--- config.mk ---
export PLATFORM = sky130hd
export DESIGN_NAME = codec_serport
export DESIGN_NICKNAME = d
export VERILOG_FILES = /design/src/rtl/csp_pkg.sv /design/src/rtl/csp_tick.sv /design/src/rtl/csp_engine.sv /design/src/rtl/csp_regs.sv /design/src/rtl/codec_serport.sv
export SDC_FILE = /design/constraint.sdc
export NUM_CORES = 1
export LEC_CHECK = 0
export BUFFER_PORTS_ARGS = -buffer_cell sky130_fd_sc_hd__buf_2
export CAP_MARGIN = 25
export CORE_MARGIN = 2
export CORE_UTILIZATION = 55
export CTS_CLUSTER_SIZE = 40
export DETAILED_ROUTE_END_ITERATION = 10
export GPL_TIMING_DRIVEN = 0
export PLACE_DENSITY_LB_ADDON = 0.12
export SLEW_MARGIN = 0
export SYNTH_ARGS = -nofsm -noshare
export SYNTH_HDL_FRONTEND = slang
export SYNTH_SLANG_ARGS = --single-unit
--- constraint.sdc ---
create_clock -name clk -period 4.11 [get_ports clk]
set_input_delay 1.233 -clock clk [delete_from_list [all_inputs] [get_ports clk]]
set_output_delay 1.233 -clock clk [all_outputs]
set_load 0.01 [all_outputs]
--- src/rtl/csp_pkg.sv ---
package csp_pkg;
  typedef enum logic [1:0] {ST_IDLE, ST_SYNC, ST_SHIFT} csp_st_t;

  localparam int MODE_REG    = 0;
  localparam int RATE_REG    = 1;
  localparam int RATE_LSB    = 2;
  localparam int CW_RD_BIT   = 11;
  localparam int CW_ADDR_LSB = 8;

  // A word is a configuration access in config mode, or in mixed mode with MSB set
  function automatic logic word_is_cfg(input logic [1:0] mode, input logic msb);
    if (!mode[0]) return 1'b1;
    if (!mode[1]) return 1'b0;
    return msb;
  endfunction
endpackage

--- src/rtl/csp_tick.sv ---
module csp_tick #(
  parameter int RATE_W = 2
) (
  input  logic              clk,
  input  logic              rst_n,
  input  logic              run,
  input  logic [RATE_W-1:0] rate,
  output logic              tick
);
  localparam int DIV_W = (1 << RATE_W) - 1;

  logic [DIV_W-1:0] cnt_q, cnt_nxt;
  logic [DIV_W:0]   lim_w;

  always_comb begin
    lim_w = ({{DIV_W{1'b0}}, 1'b1} << rate) - 1'b1;
    tick  = run && (cnt_q == lim_w[DIV_W-1:0]);
    if (!run || tick) cnt_nxt = '0;
    else              cnt_nxt = cnt_q + 1'b1;
  end

  always_ff @(posedge clk or negedge rst_n) begin
    if (!rst_n) cnt_q <= '0;
    else        cnt_q <= cnt_nxt;
  end

  AST_TICK_SPACED: assert property (@(posedge clk) disable iff (!rst_n)
    (tick && rate != '0) |=> !tick);
endmodule

--- src/rtl/csp_engine.sv ---
module csp_engine
  import csp_pkg::*;
#(
  parameter int W = 16
) (
  input  logic         clk,
  input  logic         rst_n,
  input  logic         tick,
  input  logic         sample_evt,
  input  logic [W-1:0] load_word,
  input  logic         sdi,
  output logic         sdo,
  output logic         fs,
  output logic         run,
  output logic         load_ack,
  output logic         rx_done,
  output logic [W-1:0] rx_word
);
  localparam int BCNT_W = $clog2(W);

  csp_st_t           st_q, st_nxt;
  logic [W-1:0]      sr_q, sr_nxt, rxw_nxt;
  logic [BCNT_W-1:0] bcnt_q, bcnt_nxt;
  logic              done_nxt;

  always_comb begin
    st_nxt   = st_q;
    sr_nxt   = sr_q;
    bcnt_nxt = bcnt_q;
    done_nxt = 1'b0;
    rxw_nxt  = rx_word;
    load_ack = (st_q == ST_IDLE) && sample_evt;
    unique case (st_q)
      ST_IDLE: if (sample_evt) begin
        st_nxt   = ST_SYNC;
        sr_nxt   = load_word;
        bcnt_nxt = '0;
      end
      ST_SYNC: if (tick) st_nxt = ST_SHIFT;
      ST_SHIFT: if (tick) begin
        sr_nxt = {sr_q[W-2:0], sdi};
        if (bcnt_q == BCNT_W'(W-1)) begin
          st_nxt   = ST_IDLE;
          done_nxt = 1'b1;
          rxw_nxt  = {sr_q[W-2:0], sdi};
        end else begin
          bcnt_nxt = bcnt_q + 1'b1;
        end
      end
      default: st_nxt = ST_IDLE;
    endcase
  end

  always_ff @(posedge clk or negedge rst_n) begin
    if (!rst_n) begin
      st_q    <= ST_IDLE;
      sr_q    <= '0;
      bcnt_q  <= '0;
      rx_done <= 1'b0;
      rx_word <= '0;
    end else begin
      st_q    <= st_nxt;
      sr_q    <= sr_nxt;
      bcnt_q  <= bcnt_nxt;
      rx_done <= done_nxt;
      rx_word <= rxw_nxt;
    end
  end

  assign sdo = (st_q == ST_SHIFT) && sr_q[W-1];
  assign fs  = (st_q == ST_SYNC);
  assign run = (st_q != ST_IDLE);

  AST_FS_HOLD: assert property (@(posedge clk) disable iff (!rst_n)
    (fs && !tick) |=> fs);
  AST_BIT_HOLD: assert property (@(posedge clk) disable iff (!rst_n)
    (st_q == ST_SHIFT && !tick) |=> $stable(sdo));
  AST_START_ON_EVENT: assert property (@(posedge clk) disable iff (!rst_n)
    $rose(run) |-> $past(sample_evt));
  AST_DONE_PULSE: assert property (@(posedge clk) disable iff (!rst_n)
    rx_done |=> !rx_done);
endmodule

--- src/rtl/csp_regs.sv ---
module csp_regs
  import csp_pkg::*;
#(
  parameter int W      = 16,
  parameter int NREG   = 8,
  parameter int REG_W  = 8,
  parameter int RATE_W = 2
) (
  input  logic              clk,
  input  logic              rst_n,
  input  logic              rx_done,
  input  logic [W-1:0]      rx_word,
  input  logic              load_ack,
  input  logic [W-1:0]      adc_word,
  output logic [RATE_W-1:0] rate,
  output logic [W-1:0]      load_word,
  output logic              dac_vld,
  output logic [W-1:0]      dac_data
);
  localparam int ADDR_W = $clog2(NREG);
  localparam int PAD_W  = W - 1 - ADDR_W - REG_W;

  logic [REG_W-1:0]  regs_q [NREG];
  logic [1:0]        mode;
  logic              is_cfg, wr_stb, rd_stb, pend_q, pend_nxt;
  logic [ADDR_W-1:0] addr;
  logic [W-1:0]      rb_q, rb_nxt, rb_now;

  always_comb begin
    mode     = regs_q[MODE_REG][1:0];
    rate     = regs_q[RATE_REG][RATE_LSB +: RATE_W];
    is_cfg   = word_is_cfg(mode, rx_word[W-1]);
    addr     = rx_word[CW_ADDR_LSB +: ADDR_W];
    wr_stb   = rx_done && is_cfg && !rx_word[CW_RD_BIT];
    rd_stb   = rx_done && is_cfg &&  rx_word[CW_RD_BIT];
    rb_now   = {1'b1, {PAD_W{1'b0}}, addr, regs_q[addr]};
    dac_vld  = rx_done && !is_cfg;
    dac_data = mode[1] ? {rx_word[W-2:0], 1'b0} : rx_word;
    if (rd_stb)      load_word = rb_now;
    else if (pend_q) load_word = rb_q;
    else             load_word = adc_word;
    rb_nxt   = rd_stb ? rb_now : rb_q;
    if (rd_stb)        pend_nxt = !load_ack;
    else if (load_ack) pend_nxt = 1'b0;
    else               pend_nxt = pend_q;
  end

  always_ff @(posedge clk or negedge rst_n) begin
    if (!rst_n) begin
      pend_q <= 1'b0;
      rb_q   <= '0;
    end else begin
      pend_q <= pend_nxt;
      rb_q   <= rb_nxt;
    end
  end

  for (genvar g = 0; g < NREG; g++) begin : g_reg
    logic we;
    assign we = wr_stb && (addr == ADDR_W'(g));
    always_ff @(posedge clk or negedge rst_n) begin
      if (!rst_n)  regs_q[g] <= '0;
      else if (we) regs_q[g] <= rx_word[REG_W-1:0];
    end
  end

  AST_DATA_MODE_LOCK: assert property (@(posedge clk) disable iff (!rst_n)
    $past(mode == 2'b01) |-> (mode == 2'b01));
endmodule

--- src/rtl/codec_serport.sv ---
module codec_serport #(
  parameter int W      = 16,
  parameter int NREG   = 8,
  parameter int REG_W  = 8,
  parameter int RATE_W = 2
) (
  input  logic         clk,
  input  logic         rst_n,
  input  logic         sample_evt,
  input  logic [W-1:0] adc_word,
  input  logic         sdi,
  output logic         sdo,
  output logic         fs,
  output logic         dac_vld,
  output logic [W-1:0] dac_data
);
  logic [1:0]        rst_sync_q;
  logic              rst_q, tick, run, load_ack, rx_done;
  logic [RATE_W-1:0] rate;
  logic [W-1:0]      load_word, rx_word;

  always_ff @(posedge clk or negedge rst_n) begin
    if (!rst_n) rst_sync_q <= 2'b00;
    else        rst_sync_q <= {rst_sync_q[0], 1'b1};
  end
  assign rst_q = rst_sync_q[1];

  csp_tick #(.RATE_W(RATE_W)) i_tick (
    .clk(clk), .rst_n(rst_q), .run(run), .rate(rate), .tick(tick)
  );

  csp_engine #(.W(W)) i_engine (
    .clk(clk), .rst_n(rst_q), .tick(tick), .sample_evt(sample_evt),
    .load_word(load_word), .sdi(sdi), .sdo(sdo), .fs(fs), .run(run),
    .load_ack(load_ack), .rx_done(rx_done), .rx_word(rx_word)
  );

  csp_regs #(.W(W), .NREG(NREG), .REG_W(REG_W), .RATE_W(RATE_W)) i_regs (
    .clk(clk), .rst_n(rst_q), .rx_done(rx_done), .rx_word(rx_word),
    .load_ack(load_ack), .adc_word(adc_word), .rate(rate),
    .load_word(load_word), .dac_vld(dac_vld), .dac_data(dac_data)
  );

  AST_DAC_AFTER_FRAME: assert property (@(posedge clk) disable iff (!rst_q)
    dac_vld |-> $past(run));
endmodule

* Yosys cells after proc, flatten, opt, wreduce, memory -nomap -nowiden *
Index checks and enable logic that the tools add are counted.

word-level totals
  register bits = 121
  word-level logic and storage cells = 98
  output and inout bits = 19
  bits of input ports = 20

operators by class
  add/sub/neg operators = 3
  reduce and logical (&&, ||, !) cells = 29
  bitwise gates (word level) = 1
  mux-type cells = 30
  shift operators = 1
  eq/ne operators = 16
  $lt $le $gt $ge = 1

operators by type and width
  kind                                                                     count
  16-bit two-way mux                                                       5
  16-bit one-hot mux with 2 select lines                                   1
  8-bit binary-select mux with 3-bit select                                1
  8-bit two-way mux                                                        2
  1-bit logical AND                                                        15
  3-bit equality test, second input constant                               4
  4-bit two-way mux                                                        3
  1-bit two-way mux                                                        11
  2-bit two-way mux                                                        4
  4-bit one-hot mux with 2 select lines                                    1
  4-bit AND reduction                                                      2
  3-bit by 2-bit equality test with 1-bit output, second input constant    2
  2-bit by 1-bit inequality test with 1-bit output, second input constant  3
  2-bit one-hot mux with 3 select lines                                    1
  3-bit AND reduction                                                      2
  2-bit nonzero test                                                       3
  4-bit by 1-bit adder with 4-bit output, second input constant            1
  4-bit equality test, second input constant                               1
  4-bit >= comparator, second input constant                               1
  1-bit zero test                                                          4
  2-bit inequality test, second input constant                             2
  3-bit NOT with 4-bit output                                              1
  3-bit by 1-bit adder with 3-bit output, second input constant            1
  3-bit by 1-bit equality test with 1-bit output, second input constant    1
  9 further kinds                                                          9

* Depth between registers and ports, before layout *
Gate-level depths: netlist of the first run.

  depth in word-level cells = 9
  gate-level depth with buffers = 8
  gate-level depth less buffers = 5

* Modules after synthesis *
From an unflattened synthesis of the first run, not the netlist that was laid out.

unflattened totals
  cell total of the unflattened synthesis = 454
  area total of the unflattened synthesis = 5,983.2 um^2

modules (own cells, without submodules)
  module         area an instance (um^2)  sequential area each (um^2)  cells an instance  times used
  csp_regs       3,926.3                  1,926.8                      310                1
  csp_engine     1,824.2                  975.9                        123                1
  csp_tick       178.9                    75.1                         18                 1
  codec_serport  53.8                     50.0                         3                  1

* Least setup slack after synthesis of the first run *
Ideal clock, no wire load.

  path type = input-to-reg
  start point = input sample_evt
  end point = register i_engine.sr_q[10]
  data required time = 3.985 ns
  data arrival time = 2.286 ns
  library setup time = 0.125 ns
  slack = 1.699 ns
  stages on the path = 4
  path buffers = 1
  cell sequence = nor3b_1 > a21oi_4 > buf_6 > mux2_2

on the way
  longest elaborated chain between the ends = 2

RTL lines
  element                                 line                text
  start, declared                         codec_serport.sv:9  input logic sample_evt,
  2-bit inequality test (no source line)  --
  3-bit AND reduction (no source line)    --
  end signal, assigned                    csp_engine.sv:63    sr_q <= sr_nxt;
  end, declared                           csp_engine.sv:22    logic [W-1:0] sr_q, sr_nxt, rxw_nxt;

No other way between the ends.
A chain may end at the register's enable or synchronous reset.

* Final worst setup path of the first run *
  start point = register i_engine.st_q[0]
  end point = output sdo

on the way
  longest elaborated chain between the ends = 2

RTL lines
  element                 line                 text
  start, declared         csp_engine.sv:21     csp_st_t st_q, st_nxt;
  start signal, assigned  csp_engine.sv:62     st_q <= st_nxt;
  2-bit equality test     csp_engine.sv:70     assign sdo = (st_q == ST_SHIFT) && sr_q[W-1];
  1-bit logical AND       csp_engine.sv:70
  end, declared           codec_serport.sv:12  output logic sdo,

No other way between the ends.

==> metrics, run 1 <==
multi-input logic area=2580 sq um; routed via count=3625; Synth area leaders=dfrtp_1 52%, mux2_2 23%, mux4_2 6.2%, mux2i_1 3.8%, nor2_1 1.8%; EDFF count, synth=0; post-synthesis net count=443; Critical Path Sink Type=primary output; Final Skew=0.00963 ns; total CTS buffers=17; DRC viols=0; hpwl dp=8400 um; CTS clock-pin slew for the worst setup and hold paths=0.06 ns; Cell variety after synth=47; post-synthesis adder-cell area fraction=less than 1%; Synth top cells by count=121 x dfrtp_1, 116 x mux2_2, 27 x nor2_1, 22 x mux2i_1, 21 x clkbuf_1; Post-Synth XOR/XNOR Area=0.303%; max-cap violations=0; wire per inst=19.7 um; maximum clock rate=~0.30 GHz; Skew-Pair Late Insertion Delay=between 0.5 and 0.6 ns; GP Congestion=0.770; LEAKAGE=roughly 3.2 nW; Syn Area/Cell=approximately 14 sq um; Fin. Hold Viols=0; final WL=12400 um; Arr. time, crit path=2.08 ns; CTS sink cnt=121; DR pass1 iterations=4; n_diodes=0; status=completed; HP Class=reg2async; I/O pins=39; P&R area growth vs syn=17.6%; Slowest-stage cell, CP=dfrtp_1; htree depth=4; peak per-stage delay on the critical path=0.44 ns; Worst VDD drop=0.567 mV; vias per cell=between 5 and 6; Setup CP Type=reg2out; yosys synthesis warning count=0; synthesized area=5780 sq um; largest family of logic cells by synthesized area=multiplexers; Slew HR=roughly 38%; Worst EP required=2.88 ns; Max Slew Vio Count=0; Worst path most repeated cell=clkbuf_1; largest net degree at the start of global routing=50; final setup fails=0; Post-DRT Antenna Nets=0; # placed instances=597; antenna violations before repair=0; Setup Fix Bufs, Post-CTS=0; post-synthesis mux area share=around a third; Starting Density=a little under three fifths; total gr overflow=0; simple-gate share of the synthesized area=6.43%; Power Density=just over 500 nW/um^2; Core Region=10300 sq um; Top FF cell, synth=dfrtp_1; Syn Inst Count=421; Port Buffers=38; Yosys top cell by area=dfrtp_1; ratio of cells with drive above 1 in the final layout=45.2%; Synth Area in Compound Gates=roughly 4.8%; Die Y=107 um; sequential area share after synthesis=52.4%; reg-to-reg critical path startpoint=i_engine.rx_word[10]; Die Area=11400 sq um; clk buf depth=2; worst-path maximum fanout=10; Startpoint Class=flip-flop; fillers=796; final setup TNS=0 ns; cts repair resizes=0; worst slew pin tran=0.932 ns; Crit. Startpoint=i_engine.st_q[0]; first-pass GRT wire length=roughly 20000 um; initial drt markers=208; register area=3030 sq um; CTS root buf=clkbuf_8; critical-path cell list=nand2b_1, clkbuf_1, clkbuf_1, nor2_1, buf_2; Layout Utilization=between 60% and 70%; fin nets=502; CTS tree=yes; number of cell rows=37; ys async rst share=between 90% and 100%; Hold-fix buffers, CTS=0; number of global-route vias before repair=3880; Chip Width=107 um; Total GRT Usage=24.1%; minimum clock period=3.32 ns; Synth top area share=52.4%; most common cell in the netlist=dfrtp_1; #FFs+latches synth=around 120; RSZ-0062 raised after global routing=no; Final period util=80.7%; non-filler instance count after layout=629
-- worst max-delay path, delay by kind of cell (launching register included) --
family | cells | cell delay [ns]
flops | 1 | 0.44
buf+inv | 3 | 0.91
simple gates | 2 | 0.21
-- metal layers --
layer	part of all wire, %	GRT usage (%)	routed length [um]
met5	0	0	0
met3	4.0	6.44	491
met2	50	39.7	6250
met1	44	31.0	5480
met4	1.4	8.16	174
-- where the power goes --
group          leakage [nW]  internal, W  total (W)  switching [W]
clock network         0.292     0.000943    0.00150       0.000554
logic                  1.26     0.000255   0.000526       0.000271
registers              1.63      0.00131    0.00140      0.0000976
total                  3.18      0.00250    0.00343       0.000923
-- area by class of cell --
class,count,share of cell area [%]
Sequential cell,121,44.6
Clock buffer,18,6.29
Inverter,6,0.331
Timing Repair Buffer,40,3.60
Buffer,30,2.17
Clock inverter,14,2.54
Multi-Input combinational cell,264,38.0
Tap cell,136,2.50
-- logic make-up (layout without fill, tap and decap cells) --
| group | count (synthesis) | count (layout) |
|---|---|---|
| compound gates | 38 | 38 |
| xor+xnor | 2 | 2 |
| fa+ha+maj | 2 | 2 |
| buf+inv | 36 | 108 |
| flops | 121 | 121 |
| mux | 154 | 154 |
| other cells | 1 | 1 |
| simple gates | 67 | 67 |
-- metrics by stage --
| step | hold WS, ns | setup WS (ns) | total power, W | cell area (sq um) |
|---|---|---|---|---|
| floorplan | 0.331 | 0.489 | 0.00180 | 5780 |
| global placement | 0.340 | -0.852 | 0.00192 | 6140 |
| detailed placement | 0.267 | 1.30 | 0.00195 | 6200 |
| CTS | 0.272 | 0.758 | 0.00345 | 6800 |
| global route | 0.297 | 0.650 | 0.00357 | 6800 |
| finish | 0.262 | 0.794 | 0.00343 | 6800 |
-- state kept, by name (all words and copies together), names as in the netlist, 3 cells and up --
signal,flops
i_regs.regs_q,60
i_engine.rx_word,16
i_engine.sr_q,16
i_regs.rb_q,12
i_engine.bcnt_q,4
i_tick.cnt_q,3
-- placed cells by master (no fill, tap or decap), drive strengths merged, types with 3 or more instances in the layout --
| cell type | count |
|---|---|
| clkbuf | 39 |
| nor3b | 4 |
| inv | 8 |
| bufinv | 3 |
| a221oi | 8 |
| mux2 | 116 |
| o21ai | 6 |
| dfrtp | 121 |
| mux4 | 16 |
| nor2 | 28 |
| clkinv | 7 |
| a22o | 4 |
| mux2i | 22 |
| a21oi | 11 |
| nand2 | 12 |
| nand3 | 4 |
| buf | 49 |
| nor3 | 4 |
| nor2b | 3 |
-- final timing paths --
| path | depth (start not counted) | slack [ns] | to |
|---|---|---|---|
| min reg2reg | 0 | 0.26 | i_regs.regs_q[47] |
| max reg2reg | 5 | 1.80 | i_engine.sr_q[4] |
| max in group asynchronous | 2 | 2.98 | i_regs.pend_q |
| max | 5 | 0.79 | sdo |
| min in group clk | 0 | 0.35 | rst_sync_q[1] |
| min | 0 | 0.26 | i_regs.regs_q[47] |
No activity file was read; power rests on OpenSTA's default activity.
==> inputs of run 2 (changes only) <==
- clock period: 4.11 -> 3.4 ns (I/O delays scaled with it)
==> metrics, run 2 (synthesis results as in run 1) <==
status=completed; R2R setup slack=between 1 and 1.5 ns; HP Class=in2async; Starting Density=a little under three fifths; most common cell after layout, fill and taps aside=dfrtp_1; Biggest register=i_regs.regs_q; largest net degree at the start of global routing=66; Post-DRT Antenna Nets=0; Final Skew=0.0110 ns; Total GRT Usage=24.1%; final WL=12300 um; CTS clock-pin slew for the worst setup and hold paths=0.05 ns; fin nets=between 500 and 600; peak per-stage delay on the critical path=between 0.4 and 0.5 ns; fillers=between 700 and 800; first-pass GRT wire length=20100 um; Hold-fix buffers, CTS=0; Chip Width=107 um; Critical path buffers and inverters=3; R2R cell count=7; Die Area=11400 sq um; htree depth=4; Max Slew Vio Count=0; Power Density=608 nW/um^2; GP Congestion=0.782; DRC viols=0; Arr. time, crit path=approximately 2.1 ns; RR Endpoint=i_regs.regs_q[45]; P_int=0.00306 W; Top delay family on crit path=buffers and inverters; Final period util=91.6%; final setup fails=0; vias per cell=5.79; CTS sink cnt=121; logic gate share of total power=15.1%; Startpoint Class=flip-flop; hold_ws=0.265 ns; DR pass1 iterations=4; Setup CP Type=reg2out; Port Buffers=38; Setup Fix Bufs, Post-CTS=0; RSZ-0062 raised after global routing=no; hpwl dp=roughly 8000 um; max-cap violations=0; Layout Utilization=65.9%; initial drt markers=238; number of global-route vias before repair=roughly 3.6k; Die Y=around 110 um; P&R area growth vs syn=17.1%; minimum clock period=around 3.1 ns; most frequent cells in the layout=120 x dfrtp_1, 116 x mux2_2, 42 x buf_2, 27 x nor2_1; LEAKAGE=3.17 nW; number of cell rows=37; Slew HR=between 30% and 40%; biggest regs=i_regs.regs_q x60, i_engine.rx_word x16, i_engine.sr_q x16; routed via count=3628; CTS tree=yes; Fin. Hold Viols=0; cts repair resizes=0; worst slew pin tran=0.925 ns; Core Region=between 10000 and 15000 sq um; Worst EP required=~2.4 ns; Worst VDD drop=just over 0.4 mV; antenna violations before repair=0; Skew-Pair Late Insertion Delay=0.53 ns; critical-path cell list=nand2b_1, clkbuf_1, clkbuf_1, nor2_1, buf_2; total CTS buffers=17; wire per inst=19.6 um; reg-to-reg critical path startpoint=i_regs.mode[1]; Clock power frac=43.5%; Reg power frac=41.4%; total net switching power=0.00106 W; maximum clock rate=0.321 GHz; max FFs per register=60; Worst path most repeated cell=clkbuf_1; worst-path maximum fanout=10; switching part of the total=25.7%; final setup TNS=0 ns; CTS root buf=clkbuf_8; ratio of cells with drive above 1 in the final layout=around 45%; total gr overflow=0; clk buf depth=2; I/O pins=39; Slowest-stage cell, CP=dfrtp_1; n_diodes=0; Critical Path Sink Type=primary output
[run 2: metrics by stage]
step	worst slack [ns]	std cells	area, sq um	total power [W]
after detailed placement	0.821	596	6170	0.00234
after global routing	0.149	627	6770	0.00430
after CTS	0.277	627	6770	0.00414
after floorplan	1.20	421	5780	0.00217
final	0.286	627	6770	0.00412
after global placement	0.640	595	6140	0.00232
[run 2: layout make-up]
| cell class | instances | area [sq um] | share of cell area (%) |
|---|---|---|---|
| buffer | 30 | 148 | 2.18 |
| inverter | 6 | 22.5 | 0.332 |
| clock buffer | 25 | 514 | 7.59 |
| sequential | 121 | 3030 | 44.8 |
| timing repair buffer | 39 | 218 | 3.21 |
| tap | 136 | 170 | 2.51 |
| multi-input combinational | 264 | 2580 | 38.2 |
| clock inverter | 6 | 85.1 | 1.26 |
[run 2: power by group through the flow]
stage | clock network (W) | logic (W) | registers, W
after floorplan | 0 | 0.000473 | 0.00170
after global placement | 0 | 0.000585 | 0.00174
after CTS | 0.00181 | 0.000624 | 0.00170
final | 0.00179 | 0.000622 | 0.00170
after global routing | 0.00189 | 0.000677 | 0.00173
after detailed placement | 0 | 0.000620 | 0.00172
[run 2: worst max-delay path by stage]
stage / to / start / depth (start not counted) / slack (ns)
detailed placement: i_engine.sr_q[11] / sample_evt / 5 / 0.82
global route: sdo / i_engine.st_q[0] / 5 / 0.15
CTS: dac_data[6] / i_regs.mode[1] / 4 / 0.28
global placement: i_tick.cnt_q[0] / rst_sync_q[1] / 0 / 0.64
floorplan: i_engine.sr_q[10] / sample_evt / 4 / 1.20
finish: sdo / i_engine.st_q[0] / 5 / 0.29
[run 2: worst register-to-register path: cells and delay by family (launching register included)]
kind,cells,cell delay (ns)
and+or+nand+nor,3,0.97
muxes,1,0.41
DFF,1,0.34
buffers and inverters,2,0.31
AOI/OAI and AO/OA,1,0.17
[run 2: routing by layer]
metal	up-vias	GRT usage (%)	share of wire (%)
met1	1864	32.7	47
met5	-	0	0
met4	0	10.8	2.5
met3	23	5.89	3.3
met2	82	37.1	47
li1	1659	-	-
